$ cat config.mk
export PLATFORM = sky130hd
export DESIGN_NAME = flag_alu
export DESIGN_NICKNAME = d
export VERILOG_FILES = /design/src/rtl/flag_alu_pkg.sv /design/src/rtl/alu_rst_sync.sv /design/src/rtl/alu_arith.sv /design/src/rtl/alu_logic.sv /design/src/rtl/alu_flag_gen.sv /design/src/rtl/alu_flag_reg.sv /design/src/rtl/flag_alu.sv
export SDC_FILE = /design/constraint.sdc
export NUM_CORES = 1
export LEC_CHECK = 0
export BUFFER_PORTS_ARGS = -buffer_cell sky130_fd_sc_hd__buf_2
export CAP_MARGIN = 40
export CORE_UTILIZATION = 40
export DETAILED_ROUTE_END_ITERATION = 7
export PLACE_DENSITY = 0.61
export SKIP_LAST_GASP = 1
export SYNTH_ARGS = -nofsm -noshare
export SYNTH_HDL_FRONTEND = slang
export SYNTH_SLANG_ARGS = --single-unit
$ cat constraint.sdc
create_clock -name clk -period 35.2 [get_ports clk]
set_input_delay 0 -clock clk [delete_from_list [all_inputs] [get_ports clk]]
set_output_delay 0 -clock clk [all_outputs]
set_load 0.05 [all_outputs]
$ cat src/rtl/flag_alu_pkg.sv
package flag_alu_pkg;

  localparam int OP_W   = 4;
  localparam int FLAG_W = 5;

  typedef enum logic [OP_W-1:0] {
    OP_ADD = 4'd0,
    OP_SUB = 4'd1,
    OP_INC = 4'd2,
    OP_MUL = 4'd3,
    OP_DIV = 4'd4,
    OP_AND = 4'd5,
    OP_OR  = 4'd6,
    OP_NOT = 4'd7,
    OP_XOR = 4'd8,
    OP_SHL = 4'd9,
    OP_SHR = 4'd10,
    OP_ROL = 4'd11,
    OP_ROR = 4'd12
  } alu_op_e;

  // MSB first: parity, sign, overflow, carry, zero
  typedef struct packed {
    logic parity;
    logic sign;
    logic ovf;
    logic carry;
    logic zero;
  } alu_flags_t;

  localparam int FL_ZERO  = 0;
  localparam int FL_CARRY = 1;
  localparam int FL_OVF   = 2;
  localparam int FL_SIGN  = 3;
  localparam int FL_PAR   = 4;

endpackage

$ cat src/rtl/alu_rst_sync.sv
module alu_rst_sync #(
  parameter int STAGES = 2
) (
  input  logic clk,
  input  logic rst_n_in,
  output logic rst_n_out
);
  logic [STAGES-1:0] sync_q;
  logic [STAGES-1:0] sync_d;

  always_comb begin
    sync_d = {sync_q[STAGES-2:0], 1'b1};
  end

  always_ff @(posedge clk or negedge rst_n_in) begin
    if (!rst_n_in) sync_q <= '0;
    else           sync_q <= sync_d;
  end

  assign rst_n_out = sync_q[STAGES-1];
endmodule

$ cat src/rtl/alu_arith.sv
module alu_arith
  import flag_alu_pkg::*;
#(
  parameter int DATA_W  = 16,
  parameter int GUARD_W = 3
) (
  input  logic [DATA_W-1:0]         a,
  input  logic [DATA_W-1:0]         b,
  input  alu_op_e                   op,
  output logic [DATA_W+GUARD_W-1:0] res_ext,
  output logic                      carry,
  output logic                      ovf
);
  localparam int EXT_W  = DATA_W + GUARD_W;
  localparam int PROD_W = 2 * DATA_W;
  localparam int MSB    = DATA_W - 1;

  logic [EXT_W-1:0] a_x, b_x, sum_x, diff_x, inc_x;
  logic             add_c, sub_c, inc_c;
  logic             add_v, sub_v, inc_v;

  // guard bits replicate the sign of each operand
  assign a_x = {{GUARD_W{a[MSB]}}, a};
  assign b_x = {{GUARD_W{b[MSB]}}, b};

  assign sum_x  = a_x + b_x;
  assign diff_x = a_x - b_x;
  assign inc_x  = a_x + {{(EXT_W-1){1'b0}}, 1'b1};

  assign add_c = (a[MSB] & b[MSB]) | ((a[MSB] ^ b[MSB]) & ~sum_x[MSB]);
  assign sub_c = (a < b);
  assign inc_c = &a;

  // exact value fits in DATA_W+1 bits: mismatch of the top two means overflow
  assign add_v = sum_x[DATA_W]  ^ sum_x[MSB];
  assign sub_v = diff_x[DATA_W] ^ diff_x[MSB];
  assign inc_v = inc_x[DATA_W]  ^ inc_x[MSB];

  // multiply
  logic signed [PROD_W-1:0] prod;
  logic [PROD_W-DATA_W:0]   prod_hi;
  logic                     mul_v;

  assign prod    = $signed({{DATA_W{a[MSB]}}, a}) * $signed({{DATA_W{b[MSB]}}, b});
  assign prod_hi = prod[PROD_W-1:MSB];
  assign mul_v   = ~((&prod_hi) | ~(|prod_hi));

  // divide, one extra bit so that the most negative / -1 is representable
  logic                     b_zero;
  logic signed [DATA_W:0]   dvd, dvs, quo;
  logic [MSB:0]             div_res;
  logic                     div_v;

  assign b_zero  = ~(|b);
  assign dvd     = $signed({a[MSB], a});
  assign dvs     = b_zero ? $signed({{DATA_W{1'b0}}, 1'b1}) : $signed({b[MSB], b});
  assign quo     = dvd / dvs;
  assign div_res = b_zero ? '0 : quo[MSB:0];
  assign div_v   = b_zero | (quo[DATA_W] ^ quo[MSB]);

  always_comb begin
    res_ext = '0;
    carry   = 1'b0;
    ovf     = 1'b0;
    unique case (op)
      OP_ADD: begin res_ext = sum_x;  carry = add_c; ovf = add_v; end
      OP_SUB: begin res_ext = diff_x; carry = sub_c; ovf = sub_v; end
      OP_INC: begin res_ext = inc_x;  carry = inc_c; ovf = inc_v; end
      OP_MUL: begin
        res_ext = {{GUARD_W{prod[MSB]}}, prod[MSB:0]};
        ovf     = mul_v;
      end
      OP_DIV: begin
        res_ext = {{GUARD_W{div_res[MSB]}}, div_res};
        ovf     = div_v;
      end
      default: ;
    endcase
  end
endmodule

$ cat src/rtl/alu_logic.sv
module alu_logic
  import flag_alu_pkg::*;
#(
  parameter int DATA_W = 16
) (
  input  logic [DATA_W-1:0] a,
  input  logic [DATA_W-1:0] b,
  input  alu_op_e           op,
  output logic [DATA_W-1:0] res,
  output logic              carry
);
  localparam int MSB = DATA_W - 1;

  always_comb begin
    res   = '0;
    carry = 1'b0;
    unique case (op)
      OP_AND: res = a & b;
      OP_OR:  res = a | b;
      OP_NOT: res = ~a;
      OP_XOR: res = a ^ b;
      OP_SHL: begin res = {a[MSB-1:0], 1'b0}; carry = a[MSB]; end
      OP_SHR: begin res = {1'b0, a[MSB:1]};   carry = a[0];   end
      OP_ROL: res = {a[MSB-1:0], a[MSB]};
      OP_ROR: res = {a[0], a[MSB:1]};
      default: ;
    endcase
  end
endmodule

$ cat src/rtl/alu_flag_gen.sv
module alu_flag_gen
  import flag_alu_pkg::*;
#(
  parameter int DATA_W = 16
) (
  input  logic [DATA_W-1:0] res,
  input  logic              carry,
  input  logic              ovf,
  output alu_flags_t        flags
);
  logic [DATA_W:0] par_chain;

  assign par_chain[0] = 1'b1;
  for (genvar i = 0; i < DATA_W; i++) begin : g_par
    assign par_chain[i+1] = par_chain[i] ^ res[i];
  end

  always_comb begin
    flags.parity = par_chain[DATA_W];
    flags.sign   = res[DATA_W-1];
    flags.ovf    = ovf;
    flags.carry  = carry;
    flags.zero   = ~(|res);
  end
endmodule

$ cat src/rtl/alu_flag_reg.sv
module alu_flag_reg
  import flag_alu_pkg::*;
(
  input  logic       clk,
  input  logic       rst_n,
  input  logic       en,
  input  alu_flags_t d,
  output alu_flags_t q
);
  alu_flags_t q_next;

  always_comb begin
    q_next = en ? d : q;
  end

  always_ff @(posedge clk or negedge rst_n) begin
    if (!rst_n) q <= '0;
    else        q <= q_next;
  end
endmodule

$ cat src/rtl/flag_alu.sv
module flag_alu
  import flag_alu_pkg::*;
#(
  parameter int DATA_W  = 16,
  parameter int GUARD_W = 3
) (
  input  logic                      clk,
  input  logic                      rst_n,
  input  logic [DATA_W-1:0]         op_a,
  input  logic [DATA_W-1:0]         op_b,
  input  logic [3:0]                op_sel,
  input  logic                      flag_en,
  output logic [DATA_W+GUARD_W-1:0] result,
  output logic [4:0]                flags_now,
  output logic [4:0]                flags_q
);
  localparam int EXT_W = DATA_W + GUARD_W;
  localparam int MSB   = DATA_W - 1;

  alu_op_e          op;
  logic [EXT_W-1:0] ar_res;
  logic             ar_c, ar_v;
  logic [MSB:0]     lg_res;
  logic             lg_c;
  logic             sel_c, sel_v;
  logic             srst_n;
  alu_flags_t       fl_now, fl_q;

  assign op = alu_op_e'(op_sel);

  alu_rst_sync #(.STAGES(2)) u_rst (
    .clk(clk), .rst_n_in(rst_n), .rst_n_out(srst_n)
  );

  alu_arith #(.DATA_W(DATA_W), .GUARD_W(GUARD_W)) u_arith (
    .a(op_a), .b(op_b), .op(op), .res_ext(ar_res), .carry(ar_c), .ovf(ar_v)
  );

  alu_logic #(.DATA_W(DATA_W)) u_logic (
    .a(op_a), .b(op_b), .op(op), .res(lg_res), .carry(lg_c)
  );

  always_comb begin
    result = '0;
    sel_c  = 1'b0;
    sel_v  = 1'b0;
    if (op inside {OP_ADD, OP_SUB, OP_INC, OP_MUL, OP_DIV}) begin
      result = ar_res;
      sel_c  = ar_c;
      sel_v  = ar_v;
    end else if (op inside {OP_AND, OP_OR, OP_NOT, OP_XOR,
                            OP_SHL, OP_SHR, OP_ROL, OP_ROR}) begin
      result = {{GUARD_W{lg_res[MSB]}}, lg_res};
      sel_c  = lg_c;
    end
  end

  alu_flag_gen #(.DATA_W(DATA_W)) u_fgen (
    .res(result[MSB:0]), .carry(sel_c), .ovf(sel_v), .flags(fl_now)
  );

  alu_flag_reg u_freg (
    .clk(clk), .rst_n(srst_n), .en(flag_en), .d(fl_now), .q(fl_q)
  );

  assign flags_now = fl_now;
  assign flags_q   = fl_q;

  // ---------------- assertions ----------------
  logic past_ok;
  always_ff @(posedge clk or negedge srst_n) begin
    if (!srst_n) past_ok <= 1'b0;
    else         past_ok <= 1'b1;
  end

  assert_div0_R5: assert property (@(posedge clk) disable iff (!srst_n)
    (op_sel == 4'd4 && op_b == '0) |-> (flags_now[FL_OVF] && result == '0));

  assert_guard_copy_R9: assert property (@(posedge clk) disable iff (!srst_n)
    (op_sel > 4'd2) |-> (result[EXT_W-1:DATA_W] == {GUARD_W{result[MSB]}}));

  assert_bitwise_clear_R6: assert property (@(posedge clk) disable iff (!srst_n)
    (op_sel >= 4'd5 && op_sel <= 4'd8) |-> (flags_now[FL_OVF:FL_CARRY] == 2'b00));

  assert_shl_carry_R7: assert property (@(posedge clk) disable iff (!srst_n)
    (op_sel == 4'd9) |-> (flags_now[FL_CARRY] == op_a[MSB]));

  assert_flag_load_R11: assert property (@(posedge clk) disable iff (!srst_n)
    (past_ok && $past(flag_en)) |-> (flags_q == $past(flags_now)));

  assert_flag_hold_R12: assert property (@(posedge clk) disable iff (!srst_n)
    (past_ok && !$past(flag_en)) |-> $stable(flags_q));

endmodule

# Word-level counts from Yosys, hierarchy flattened
# Cells that the tools add are included.
# op_classes
add_sub_neg,3
multipliers,1
n_div,1
n_lt_le_gt_ge,1
eq_ne,12
n_mux,12
bitwise,35
n_reduce_logical,8
# ops
operator,n
$pmux 16 s8,1
$pmux 19 s5,1
$mux 19,2
$mul 16x16->32,1
$reduce_or 16->1,2
$eq 4x4->1 const B,5
$xor 1x1->1,20
$add 16x16->17,1
$add 16x2->17 const B,1
$div 17x17->17,1
$mux 17,1
$reduce_and 17->1,1
$reduce_or 17->1,1
$sub 16x16->17,1
$and 16x16->16,1
$eq 4x3->1 const B,4
$lt 16x16->1,1
$mux 16,1
$not 16->16,1
$or 16x16->16,1
$reduce_and 16->1,1
$xor 16x16->16,1
$eq 4x2->1 const B,2
$reduce_bool 8->1,1
10 further kinds,20
# word_totals
ff_bits,7
in_bits,39
out_inout_bits,29
elab_cells,79

# Logic depth before layout (Yosys ltp)
# logic_depth
depth_word,22
ltp_mapped,179
depth_no_buf,159

# Cells and area by module
# A second synthesis with hierarchy kept.
# hier_totals
hier_cells,3027
hier_area_um2,23799.1
# by_module_without_submodules
mod,instances,cells_each,area_per_inst_um2,seq_area_each_um2
alu_arith,1,2737,21366.7,0.0
alu_logic,1,190,1390.1,0.0
flag_alu,1,65,591.8,0.0
alu_flag_gen,1,22,215.2,0.0
alu_flag_reg,1,10,181.4,125.1
alu_rst_sync,1,3,53.8,50.0

# Worst setup path before layout
# Ideal clock, no wire load.
# synth_path
kind,input port to flip-flop
from,input port op_b[15]
to,register u_freg.q[4] in the netlist's numbering
setup_time_ps,125
t_arrival_ps,35338
t_required_ps,35075
path_slack_ps,-263
path_stages,155
path_buffers,21
cell_sequence,clkbuf_1 clkbuf_1 nor4_1 nor2_1 ha_1 nor3b_2 a41oi_1 xnor2_1 and4_4 buf_6 clkbuf_1 nand3_1 mux2i_1 ha_1 o21a_1 o21ai_0 nand2b_1 and3_1 [... 119 more ...] a21boi_0 o21ai_0 nor2b_1 xnor2_1 mux2_2 ha_1 nand4_1 or2_2 or3_1 a21oi_1 a21oi_1 nor4b_2 o311ai_0 xnor2_1 xnor3_1 xnor3_1 xnor3_1 mux2_4
# synth_via
elab_cells_between_ends,30
classes_between,add/sub: 2; mul: 1; div: 1; mux: 6; bitwise: 19; reduce/logical: 1
# synth_lines
element,line_no,rtl
start: declaration,flag_alu.sv:10,"input logic [DATA_W-1:0] op_b,"
$reduce_or 16->1,alu_arith.sv:54,assign b_zero = ~(|b);
$mux 17,alu_arith.sv:56,"assign dvs = b_zero ? $signed({{DATA_W{1'b0}}, 1'b1}) : $signed({b[MSB], b});"
$div 17x17->17,alu_arith.sv:57,assign quo = dvd / dvs;
$mux 16 (*),alu_arith.sv:58,assign div_res = b_zero ? '0 : quo[MSB:0];
$pmux 19 s5 (*),alu_arith.sv:65,unique case (op)
$mux 19 (*),flag_alu.sv:47,"if (op inside {OP_ADD, OP_SUB, OP_INC, OP_MUL, OP_DIV}) begin"
via result[5],flag_alu.sv:13,"output logic [DATA_W+GUARD_W-1:0] result,"
$xor 1x1->1 (*) (11 in a row),alu_flag_gen.sv:15,assign par_chain[i+1] = par_chain[i] ^ res[i];
via flags_now[4],flag_alu.sv:14,"output logic [4:0] flags_now,"
end signal: assignment,alu_flag_reg.sv:18,else q <= q_next;
end: declaration,alu_flag_reg.sv:8,output alu_flags_t q
# The timed path passes the listed nets; every way through them passes the cells marked *.
# A chain may end at the register's enable or synchronous reset.

# Final worst setup path
# layout_path
from,input port op_b[11]
to,output port flags_now[4]
# layout_via
elab_chain_cells,22
elab_cells_between_ends,30
classes_between,add/sub: 2; mul: 1; div: 1; mux: 6; bitwise: 19; reduce/logical: 1
# layout_lines
element,line_no
$reduce_or 16->1,alu_arith.sv:54
$mux 17,alu_arith.sv:56
$div 17x17->17,alu_arith.sv:57
$mux 16,alu_arith.sv:58
$pmux 19 s5,alu_arith.sv:65
$mux 19 (*),flag_alu.sv:47
$not 1->1 (no source line),--
$xor 1x1->1 (14 in a row),alu_flag_gen.sv:15
$xor 1x1->1 (*),alu_flag_gen.sv:15
end: declaration,flag_alu.sv:14
# Mark *: on every way between the ends. The rest lies on a longest branch, timed or not.

==> impl_metrics.xml <==
<?xml version="1.0" encoding="UTF-8"?>
<metrics>
  <group name="route">
    <metric name="detail_route.wl_per_cell" unit="um">23.3</metric>
    <metric name="route.detailed.vias_per_inst" unit="">5.99</metric>
    <metric name="dr.pass1.iters" unit="">6</metric>
    <metric name="num_vias" unit="">21900</metric>
    <metric name="drc_violation_count_after_routing" unit="">0</metric>
    <metric name="detailed_route_wl" unit="um">85200</metric>
    <metric name="antenna_left" unit="">0</metric>
    <metric name="detailedRoute.firstIterationViolations" unit="">2233</metric>
  </group>
  <group name="yosys">
    <metric name="synth_top_area_cell" unit="">fa_1</metric>
    <metric name="postSynthRegisterBits" unit="">7</metric>
    <metric name="synth-edff-count" unit="">0</metric>
    <metric name="ys_seq_area_share" unit="%">0.789</metric>
    <metric name="synth_area_per_cell" unit="um^2">7.67</metric>
    <metric name="yosysUniqueCellTypes" unit="">97</metric>
    <metric name="post-synth-top-count-cell" unit="">inv_1</metric>
    <metric name="netlist_instances" unit="">2896</metric>
    <metric name="yosys_warnings" unit="">0</metric>
    <metric name="ranking_of_synthesized_cells_by_area" unit="">fa_1, ha_1, inv_1</metric>
    <metric name="synth_top_area_share" unit="%">23.9</metric>
    <metric name="synth_async_sr_flop_share" unit="%">100</metric>
    <metric name="netlist_area" unit="um^2">22200</metric>
    <metric name="synth.cells.most_frequent" unit="">inv_1, nor2_1, ha_1, fa_1, nand2_1</metric>
    <metric name="synth_ff_type" unit="">dfrtp_1</metric>
  </group>
  <group name="grt">
    <metric name="grt_max_degree" unit="">37</metric>
    <metric name="grt_pass1_wl" unit="um">132000</metric>
    <metric name="grt_antenna_before_repair" unit="">5</metric>
    <metric name="grt_pass1_vias" unit="">21700</metric>
    <metric name="globalRouteOverflowTotal" unit="">0</metric>
    <metric name="grt_util_all_layers" unit="%">30.1</metric>
  </group>
  <group name="hold_path">
    <metric name="hold_class" unit="">in2async</metric>
  </group>
  <group name="floorplan">
    <metric name="initial_standard_cell_utilization_of_the_core" unit="%">40.9</metric>
    <metric name="area_of_the_core" unit="um^2">54300</metric>
    <metric name="die_x" unit="um">238</metric>
    <metric name="rows" unit="">85</metric>
    <metric name="die_area" unit="um^2">56500</metric>
    <metric name="floorplan.die.height" unit="um">238</metric>
    <metric name="top_level_ports" unit="">68</metric>
  </group>
  <group name="setup_path">
    <metric name="start_kind" unit="">primary input</metric>
    <metric name="worst-setup-path-type" unit="">in2out</metric>
    <metric name="critical_path.endpoint_type" unit="">output port</metric>
    <metric name="reg2reg_to" unit="">u_freg.q[4]$_DFFE_PN0P_</metric>
    <metric name="critical-path-slowest-cell" unit="">or4_1</metric>
    <metric name="reg2reg_slack" unit="ns">34.43</metric>
    <metric name="critPathMaxStageDelay" unit="ns">0.49</metric>
    <metric name="setup.worst_path.start" unit="">op_b[11]</metric>
    <metric name="worst_ep_arrival_time" unit="ns">33.44</metric>
    <metric name="path_common_cell" unit="">ha_1</metric>
    <metric name="worst-path-max-fanout" unit="">23</metric>
    <metric name="worstRegToRegCells" unit="">1</metric>
    <metric name="timing.rr.start" unit="">u_freg.q[4]$_DFFE_PN0P_</metric>
    <metric name="required_time_reported_for_the_critical_path_endpoint" unit="ns">35.20</metric>
  </group>
  <group name="pwr">
    <metric name="leakage" unit="uW">0.0113</metric>
    <metric name="vdd.ir_drop.worst" unit="V">0.000184</metric>
    <metric name="total_power" unit="uW">2670</metric>
    <metric name="switching_share" unit="%">59.0</metric>
    <metric name="combinationalPowerShare" unit="%">98.9</metric>
    <metric name="p_clk_share" unit="%">0.7</metric>
    <metric name="share_seq_of_total_power" unit="%">0.4</metric>
    <metric name="p_int" unit="uW">1100</metric>
    <metric name="switching_power_of_the_nets" unit="uW">1580</metric>
    <metric name="cellPowerDensity" unit="nW/um^2">112</metric>
  </group>
  <group name="final_layout">
    <metric name="final_layout_size_suffix_gt1_share" unit="%">9.76</metric>
    <metric name="final_core_density" unit="%">44.0</metric>
    <metric name="layout.filler_cells" unit="">5490</metric>
    <metric name="flow.area_growth_from_synthesis" unit="%">7.58</metric>
    <metric name="finish.net_count" unit="">3515</metric>
  </group>
  <group name="sta">
    <metric name="fin_worst_hold_slack" unit="ns">0.0831</metric>
    <metric name="hold_viol_final" unit="">0</metric>
    <metric name="timing.final.max_slew_violations" unit="">0</metric>
    <metric name="finalCriticalPeriod" unit="ns">33.44</metric>
    <metric name="max_slew.worst_pin.slew" unit="ns">0.938</metric>
    <metric name="report.final.setup_viol" unit="">0</metric>
    <metric name="relative_slew_margins" unit="%">35.9</metric>
    <metric name="layout_skew" unit="ns">0.00279</metric>
    <metric name="fmaxAchievable" unit="MHz">29.9</metric>
    <metric name="final_min_period_over_clock_period" unit="%">95.0</metric>
    <metric name="summed_negative_setup_slack_over_all_endpoints" unit="ns">0</metric>
  </group>
  <group name="clocking">
    <metric name="clock_tree.htree_level_count" unit="">1</metric>
    <metric name="clk_pin_slew_worst_paths" unit="ns">0.04</metric>
    <metric name="clock_sink_count" unit="">7</metric>
    <metric name="clock_root_buffer_master" unit="">clkbuf_16</metric>
    <metric name="worstSkewPairLatency" unit="ns">0.23</metric>
    <metric name="numCtsBuffers" unit="">3</metric>
    <metric name="cts.path.max_buffers" unit="">2</metric>
    <metric name="cts_tree" unit="">done</metric>
  </group>
  <group name="status">
    <metric name="result_of_the_run" unit="">complete, no violations</metric>
  </group>
  <group name="place">
    <metric name="port_buffers" unit="">67</metric>
    <metric name="place_hpwl" unit="um">68400</metric>
    <metric name="gp_congestion" unit="">1.02</metric>
  </group>
  <group name="flow_run">
    <metric name="drv.max_cap_violation_count" unit="">0</metric>
  </group>
</metrics>
==> worst max-delay path by stage <==
stage                               to  slack [ns]  cells past startpoint
6_report                  flags_now[4]        1.76                    141
5_1_grt                   flags_now[4]       -0.05                    145
4_1_cts                   flags_now[4]        0.40                    143
3_5_place_dp   u_freg.q[4]$_DFFE_PN0P_        0.42                    143
3_3_place_gp   u_freg.q[4]$_DFFE_PN0P_        0.97                    141
2_1_floorplan  u_freg.q[4]$_DFFE_PN0P_        0.03                    157
==> final cells by class <==
type | count | area, um^2 | area share [%]
Inverter | 402 | 1510 | 6.32
Sequential cell | 7 | 175 | 0.733
Clock inverter | 1 | 5.00 | 0.0209
Timing Repair Buffer | 150 | 961 | 4.02
Multi-Input combinational cell | 2356 | 20200 | 84.7
Clock buffer | 3 | 75.1 | 0.314
Tap cell | 739 | 925 | 3.87
Antenna cell | 2 | 5.00 | 0.0209
==> critical path: cells and delay by family <==
family	cells	cell delay [ns]
fa+ha+maj	18	5.50
buf+inv	7	1.40
xor+xnor	6	1.31
mux	7	2.33
compound gates	61	13.81
simple gates	42	9.06
==> per-stage QoR <==
stage / cells / worst slack [ns] / cell area, um^2
global placement: 3634 / 0.975 / 23500
CTS: 3648 / 0.405 / 23700
detailed placement: 3643 / 0.421 / 23600
global route: 3660 / -0.0481 / 23900
finish: 3660 / 1.76 / 23900
floorplan: 2897 / 0.0333 / 22200
==> timing repair <==
action / 4_1_cts / 5_1_grt
setup endpoints to repair: 0 / 27
hold buffers: 1 / 0
hold endpoints to repair: 2 / 0
resized for setup: 0 / 38
setup buffers: 0 / 10
==> power groups by stage <==
| stage | clock [uW] | sequential [uW] | combinational (uW) |
|---|---|---|---|
| after detailed placement | 0 | 10.7 | 2600 |
| after floorplan | 0 | 15.2 | 1950 |
| after global routing | 20.7 | 10.9 | 2930 |
| after CTS | 20.2 | 10.7 | 2610 |
| after global placement | 0 | 10.7 | 2530 |
| final | 19.8 | 10.7 | 2640 |
==> kinds of logic (layout without fill, tap and decap cells) <==
family	after synthesis	after routing	share of synthesized area [%]
flops	7	7	0.789
other cells	2	5	0.0338
buf+inv	534	556	9.23
compound gates	657	657	20.3
xor+xnor	196	196	7.92
simple gates	887	887	18.6
mux	57	57	2.84
fa+ha+maj	556	556	40.3
==> placed cells by master (no fill, tap or decap), types with 20 or more instances in the layout <==
master      n
mux2_2     45
buf_2      70
nand2_1   212
xnor2_1   127
nor2_1    353
o31ai_1    20
nand3_1    56
inv_1     393
o21a_1     40
nor2b_1    22
o211ai_1   27
buf_4      77
nand4_1    32
a31oi_1    34
a21o_1     63
xor2_1     62
nor3_1     58
o21ai_0    98
ha_1      291
a211oi_1   25
a21oi_1   149
fa_1      265
nand2b_1   20
==> layer usage <==
layer | track usage [%] | share of wire [%] | wire length (um) | vias up
met3 | 4.30 | 8.9 | 7610 | 190
li1 | - | - | - | 9962
met1 | 43.3 | 44 | 37700 | 10700
met2 | 46.1 | 43 | 36500 | 1033
met5 | 0 | 0.041 | 35 | -
met4 | 9.58 | 4.0 | 3390 | 6
==> registers in the layout (all words and copies together) (netlist names) <==
name / flops
u_freg.q: 5
u_rst.sync_q: 2
Power figures use the tool's default switching activity.
